## src/rtl/irq_sequencer.sv

```systemverilog
module irq_sequencer #(
  parameter int PC_W      = 13,
  parameter int STK_DEPTH = 8,
  parameter int VEC_ADDR  = 4
) (
  input  logic            clk,
  input  logic            rst_n,
  input  logic            cyc_q1,
  input  logic            ext_pin,
  input  logic            tmr_evt,
  input  logic [7:0]      periph_evt,
  input  logic            reg_we,
  input  logic [1:0]      reg_addr,
  input  logic [7:0]      reg_wdata,
  output logic [7:0]      reg_rdata,
  input  logic [PC_W-1:0] pc_in,
  input  logic            ret_req,
  output logic            flush,
  output logic            pc_load,
  output logic [PC_W-1:0] pc_next,
  output logic            dummy
);
  localparam int SP_W = $clog2(STK_DEPTH);
  localparam logic [PC_W-1:0] VECTOR = PC_W'(VEC_ADDR);

  typedef enum logic [1:0] {S_IDLE, S_D1, S_D2} seq_t;
  seq_t st;

  logic gie, peie, tmr_en, ext_en, tmr_f, ext_f;
  logic [7:0] pflag, pen;
  logic ext_s1, ext_s2;
  logic [PC_W-1:0] stk [STK_DEPTH];
  logic [SP_W-1:0] sp;

  wire ext_rise = ext_s1 & ~ext_s2;
  wire wr_ctrl  = reg_we && reg_addr == 2'd0;
  wire wr_pflag = reg_we && reg_addr == 2'd1;
  wire wr_pen   = reg_we && reg_addr == 2'd2;

  wire src_hit = (ext_en & ext_f) | (tmr_en & tmr_f) | (peie & |(pflag & pen));
  wire idle_q1 = cyc_q1 && st == S_IDLE;
  wire do_ret  = idle_q1 && ret_req;
  wire accept  = idle_q1 && !ret_req && gie && src_hit;
  wire [SP_W-1:0] sp_top = sp - SP_W'(1);

  assign dummy = st != S_IDLE;

  always_comb
    case (reg_addr)
      2'd0:    reg_rdata = {gie, peie, tmr_en, ext_en, 1'b0, tmr_f, ext_f, 1'b0};
      2'd1:    reg_rdata = pflag;
      2'd2:    reg_rdata = pen;
      default: reg_rdata = 8'h00;
    endcase

  always_ff @(posedge clk or negedge rst_n)
    if (!rst_n) begin
      ext_s1 <= 1'b0;
      ext_s2 <= 1'b0;
    end else begin
      ext_s1 <= ext_pin;
      ext_s2 <= ext_s1;
    end

  always_ff @(posedge clk or negedge rst_n)
    if (!rst_n) begin
      {gie, peie, tmr_en, ext_en, tmr_f, ext_f} <= '0;
      pflag <= '0;
      pen   <= '0;
    end else begin
      if (wr_ctrl) {gie, peie, tmr_en, ext_en} <= reg_wdata[7:4];
      if (accept) gie <= 1'b0;
      else if (do_ret) gie <= 1'b1;
      tmr_f <= (wr_ctrl ? reg_wdata[2] : tmr_f) | tmr_evt;
      ext_f <= (wr_ctrl ? reg_wdata[1] : ext_f) | ext_rise;
      pflag <= (wr_pflag ? reg_wdata : pflag) | periph_evt;
      if (wr_pen) pen <= reg_wdata;
    end

  always_ff @(posedge clk or negedge rst_n)
    if (!rst_n) begin
      st      <= S_IDLE;
      flush   <= 1'b0;
      pc_load <= 1'b0;
      pc_next <= '0;
      sp      <= '0;
    end else if (cyc_q1) begin
      flush   <= accept;
      pc_load <= accept | do_ret;
      if (accept) begin
        pc_next <= VECTOR;
        sp      <= sp + SP_W'(1);
      end else if (do_ret) begin
        pc_next <= stk[sp_top];
        sp      <= sp_top;
      end
      case (st)
        S_IDLE:  st <= accept ? S_D1 : S_IDLE;
        S_D1:    st <= S_D2;
        default: st <= S_IDLE;
      endcase
    end

  always_ff @(posedge clk)
    if (accept) stk[sp] <= pc_in;

  AST_ENTRY_REDIRECT: assert property (@(posedge clk) disable iff (!rst_n)
    accept |=> flush && pc_load && pc_next == VECTOR && !gie) else $error("entry");
  AST_RET_RESTORES: assert property (@(posedge clk) disable iff (!rst_n)
    do_ret |=> gie && pc_load && !flush) else $error("return");
  AST_TWO_DUMMIES: assert property (@(posedge clk) disable iff (!rst_n)
    (cyc_q1 && st == S_D1) |=> st == S_D2 && dummy) else $error("dummy");
  AST_NO_NESTED_LOAD: assert property (@(posedge clk) disable iff (!rst_n)
    (cyc_q1 && st != S_IDLE) |=> !pc_load) else $error("nest");
  AST_FLAG_STICKS: assert property (@(posedge clk) disable iff (!rst_n)
    (|periph_evt) |=> (pflag & $past(periph_evt)) == $past(periph_evt)) else $error("flag");
  AST_MASKED_NO_ENTRY: assert property (@(posedge clk) disable iff (!rst_n)
    (cyc_q1 && !gie) |=> !flush) else $error("masked");
endmodule

```

## config.mk

```make
export PLATFORM = sky130hd
export DESIGN_NAME = irq_sequencer
export DESIGN_NICKNAME = d
export VERILOG_FILES = /design/src/rtl/irq_sequencer.sv
export SDC_FILE = /design/constraint.sdc
export NUM_CORES = 1
export LEC_CHECK = 0
export BUFFER_PORTS_ARGS = -buffer_cell sky130_fd_sc_hd__clkbuf_2
export CELL_PAD_IN_SITES_DETAIL_PLACEMENT = 0
export CELL_PAD_IN_SITES_GLOBAL_PLACEMENT = 1
export CORE_MARGIN = 2
export CORE_UTILIZATION = 54
export CTS_CLUSTER_SIZE = 14
export DETAILED_ROUTE_END_ITERATION = 6
export PLACE_DENSITY = 0.92
export SKIP_LAST_GASP = 1
export SYNTH_ARGS = -nofsm -noshare
export SYNTH_HDL_FRONTEND = slang
export SYNTH_SLANG_ARGS = --single-unit
```

## constraint.sdc

```tcl
create_clock -name clk -period 5.98 [get_ports clk]
set_input_delay 1.196 -clock clk [delete_from_list [all_inputs] [get_ports clk]]
set_output_delay 1.196 -clock clk [all_outputs]
set_load 0.05 [all_outputs]
```

==> run_summary.xml <==
<?xml version="1.0" encoding="UTF-8"?>
<metrics>
  <group name="status">
    <metric name="run_status" unit="">finished, final reports clean</metric>
  </group>
  <group name="route">
    <metric name="number_of_drc_violations_after_detailed_routing_iteration_0" unit="">296</metric>
    <metric name="wl_per_cell" unit="µm">20.98</metric>
    <metric name="antenna_left" unit="">0</metric>
    <metric name="routed_wl" unit="µm">11670</metric>
    <metric name="dr.pass1.iters" unit="">7</metric>
    <metric name="vias_per_instance" unit="">5.811</metric>
    <metric name="vias" unit="">3231</metric>
    <metric name="detail_route.drc_violations" unit="">0</metric>
  </group>
  <group name="layout">
    <metric name="final_layout_size_suffix_gt1_frac" unit="">0.3365</metric>
    <metric name="area_occupied_by_multi_input_gates" unit="µm²">1614</metric>
    <metric name="area.sequential" unit="µm²">4225</metric>
    <metric name="filler_cell_count" unit="">736</metric>
    <metric name="fin_nets" unit="">443</metric>
    <metric name="areaGrowthSynthToFinish" unit="%">16.85</metric>
    <metric name="antenna_cells" unit="">0</metric>
  </group>
  <group name="critical_path">
    <metric name="critical_path_arrival" unit="ns">2.48</metric>
    <metric name="worstPathMaxFanout" unit="">17</metric>
    <metric name="timing.critical_path.to_type" unit="">primary output</metric>
    <metric name="worstSetupStartpointType" unit="">primary input</metric>
    <metric name="required" unit="ns">4.78</metric>
    <metric name="timing.setup.critical_path_class" unit="">in2out</metric>
  </group>
  <group name="clocking">
    <metric name="cts_tree" unit="">done</metric>
    <metric name="cts-root-buf" unit="">clkbuf_8</metric>
    <metric name="insertion_delay" unit="ns">0.52</metric>
    <metric name="cts.repair_timing.setup_buffer_count" unit="">0</metric>
    <metric name="htreeDepth" unit="">4</metric>
    <metric name="post_cts_clock_slew_at_the_launch_and_capture_registers_of_the_worst_setup_and_hold_paths" unit="ns">0.06</metric>
    <metric name="cts.path.max_buffers" unit="">2</metric>
    <metric name="cts_buffers" unit="">17</metric>
    <metric name="cts_repair_resize_count" unit="">0</metric>
    <metric name="clkSinkCount" unit="">148</metric>
    <metric name="holdBufCountCts" unit="">0</metric>
  </group>
  <group name="synth">
    <metric name="dominantRegCellSynth" unit="">edfxtp_1</metric>
    <metric name="async_flop_share" unit="">0.2973</metric>
    <metric name="synth_fp_nets" unit="">377</metric>
    <metric name="number_of_register_bits_inferred_by_synthesis" unit="">148</metric>
    <metric name="post_synth_edffs" unit="">104</metric>
    <metric name="synth_top_cell_area_share" unit="">0.5244</metric>
    <metric name="synth.top_cells.by_area" unit="">edfxtp_1 (52%), dfrtp_1 (18%), mux4_2 (9.8%), mux2i_1 (3.4%), mux2_2 (2.1%)</metric>
    <metric name="post_synth_most_frequent_cells" unit="">edfxtp_1 (104), dfrtp_1 (44), mux4_2 (26), mux2i_1 (20), nor2_1 (20)</metric>
    <metric name="netlist-cell-type-count" unit="">38</metric>
    <metric name="post-synth-top-count-cell" unit="">edfxtp_1</metric>
    <metric name="postSynthAreaPerCell" unit="µm²">17.67</metric>
    <metric name="syn-cell-area" unit="µm²">5956</metric>
    <metric name="synth_area_leader_cell" unit="">edfxtp_1</metric>
    <metric name="syn_inst" unit="">337</metric>
    <metric name="synth_sequential_area_ratio" unit="">0.7092</metric>
    <metric name="synth.yosys.warnings" unit="">0</metric>
  </group>
  <group name="sta">
    <metric name="setup_total_negative_slack" unit="ns">0</metric>
    <metric name="layout_worst_path_cycle_share" unit="">0.6146</metric>
    <metric name="timing.clock.skew" unit="ns">0.009586</metric>
    <metric name="rsz0062_at_grt" unit="">false</metric>
    <metric name="report.final.hold_viol_count" unit="">0</metric>
    <metric name="slew_viol_final" unit="">0</metric>
    <metric name="slew_headroom" unit="">0.2068</metric>
    <metric name="final.min_clock_period" unit="ns">3.675</metric>
    <metric name="holdWs" unit="ns">0.4124</metric>
    <metric name="worst_slew_pin_slew" unit="ns">1.185</metric>
    <metric name="fmax" unit="MHz">272.1</metric>
    <metric name="final-setup-viol-count" unit="">0</metric>
  </group>
  <group name="power">
    <metric name="share_clk_of_total_power" unit="">0.302</metric>
    <metric name="total_leakage_power" unit="nW">2.616</metric>
    <metric name="power.density_cell_area" unit="nW/µm²">499.0</metric>
    <metric name="sw_frac_of_total" unit="">0.3382</metric>
    <metric name="power.switching" unit="mW">1.174</metric>
    <metric name="vdd.ir_drop.worst" unit="mV">0.3287</metric>
    <metric name="sequentialPowerShare" unit="">0.378</metric>
    <metric name="comb_power_share" unit="">0.320</metric>
    <metric name="intPower" unit="mW">2.298</metric>
  </group>
  <group name="global_routing">
    <metric name="grt_pass1_vias" unit="">3329</metric>
    <metric name="grt_antenna_before_repair" unit="">0</metric>
    <metric name="global_route.usage.total" unit="">0.2151</metric>
    <metric name="grt_start_max_net_pins" unit="">45</metric>
    <metric name="grt_pass1_wl" unit="µm">18130</metric>
    <metric name="grt.overflow.total" unit="">0</metric>
  </group>
  <group name="placement">
    <metric name="gp_congestion" unit="">0.8252</metric>
    <metric name="final_hpwl_from_detailed_placement" unit="µm">7754</metric>
    <metric name="port_buffer_count" unit="">61</metric>
  </group>
  <group name="die">
    <metric name="total_core_area" unit="µm²">10790</metric>
    <metric name="start_util" unit="">0.5518</metric>
    <metric name="die_wd" unit="µm">109.0</metric>
    <metric name="io_pins" unit="">62</metric>
    <metric name="die_h" unit="µm">109.0</metric>
    <metric name="dieArea" unit="µm²">11890</metric>
    <metric name="fp-row-count" unit="">38</metric>
  </group>
  <group name="flow_run">
    <metric name="timing.max_cap.violations" unit="">0</metric>
  </group>
  <group name="min_path">
    <metric name="min_path_type" unit="">reg2reg</metric>
  </group>
</metrics>
[path summary, 6_finish.rpt]
| check | slack, ns | from | cells past startpoint | endpoint |
|---|---|---|---|---|
| max | 2.30 | reg_addr[1] | 5 | reg_rdata[7] |
| min | 0.41 | ext_s1$_DFF_PN0_ | 0 | ext_s2$_DFF_PN0_ |
| max reg2reg | 2.86 | st[1]$_DFFE_PN0P_ | 5 | stk[5][12]$_DFFE_PP_ |
| min in group asynchronous | 0.75 | rst_n | 2 | pen[3]$_DFFE_PN0P_ |
| max in group asynchronous | 4.82 | rst_n | 2 | sp[0]$_DFFE_PN0P_ |
| min reg2reg | 0.41 | ext_s1$_DFF_PN0_ | 0 | ext_s2$_DFF_PN0_ |
[area by class of cell]
cell class	instances	area share
sequential	148	0.6072
multi-input combinational	166	0.2319
clock buffer	17	0.05951
timing repair buffer	64	0.04711
clock inverter	15	0.02589
tap	140	0.02517
inverter	6	0.003236
[layout by cell type (no fill, tap or decap), types with 2 or more instances in the layout]
master     netlist  routed
clkinv_1         0       2
clkbuf_2         0      61
clkbuf_16        0      16
buf_4            4       3
o21ai_0         12      12
a22o_1           2       2
a211o_1         10      10
nor3_2           1       2
a211oi_1        10      10
ha_1             2       2
edfxtp_1       104     104
mux2i_1         20      20
and3_1           8       8
a22oi_1          7       7
mux2_2          11      11
dfrtp_1         44      43
bufinv_16        0       3
inv_6            0       3
inv_1            6       6
clkinv_4         0       5
nor2_1          20      20
a21o_1           2       2
nand2_1         13      13
xnor2_1          2       2
mux4_2          26      26
nand3_1          3       3
nor2b_1          3       3
[power groups by stage]
stage / Sequential [mW] / Clock [mW] / Combinational [mW]
2_1_floorplan: 1.48 / 0 / 0.710
3_3_place_gp: 1.33 / 0 / 1.11
3_5_place_dp: 1.33 / 0 / 1.11
4_1_cts: 1.31 / 1.06 / 1.13
5_1_grt: 1.32 / 1.11 / 1.19
6_report: 1.31 / 1.05 / 1.11
[critical path, cell delays in order]
cell and delay [ns]:
clkbuf_2 0.21, nor2b_2 0.54, nand2_1 0.10, o21ai_0 0.11, clkbuf_2 0.31
[per-stage QoR]
stage               total power, mW  utilization  instance area, µm²  worst slack (ns)  instances
finish                        3.473       0.6448                6959             2.305        556
CTS                           3.502       0.6448                6959             2.308        556
global placement              2.434       0.5897                6365             2.041        524
global route                  3.615       0.6448                6959             2.151        556
floorplan                     2.192            -                5956             2.181        337
detailed placement            2.445       0.5897                6365             1.949        524
[cells by family after synthesis]
family	after synthesis	share of synthesized area
adder cells (fa/ha/maj)	2	0.004201
AO/OA/AOI/OAI	47	0.05756
flip-flops	148	0.7092
multiplexers	57	0.1527
buffers and inverters	23	0.02059
AND/OR/NAND/NOR	57	0.05000
XOR/XNOR	3	0.005674
[sequential cells by signal (all words and copies together), names as in the netlist]
| signal | count |
|---|---|
| stk | 104 |
| pc_next | 13 |
| pen | 8 |
| pflag | 8 |
| sp | 3 |
| st | 2 |
| ext_en | 1 |
| ext_f | 1 |
| ext_s1 | 1 |
| ext_s2 | 1 |
| flush | 1 |
| gie | 1 |
| pc_load | 1 |
| peie | 1 |
| tmr_en | 1 |
| tmr_f | 1 |
[layer usage]
layer | wire, µm | track usage | up-vias
li1 | - | - | 1457
met1 | 4714 | 0.2744 | 1608
met2 | 5792 | 0.3492 | 144
met3 | 869 | 0.05499 | 22
met4 | 290 | 0.09799 | 0
met5 | 0 | 0 | -
Note: power is estimated with default switching activity, not from simulation.
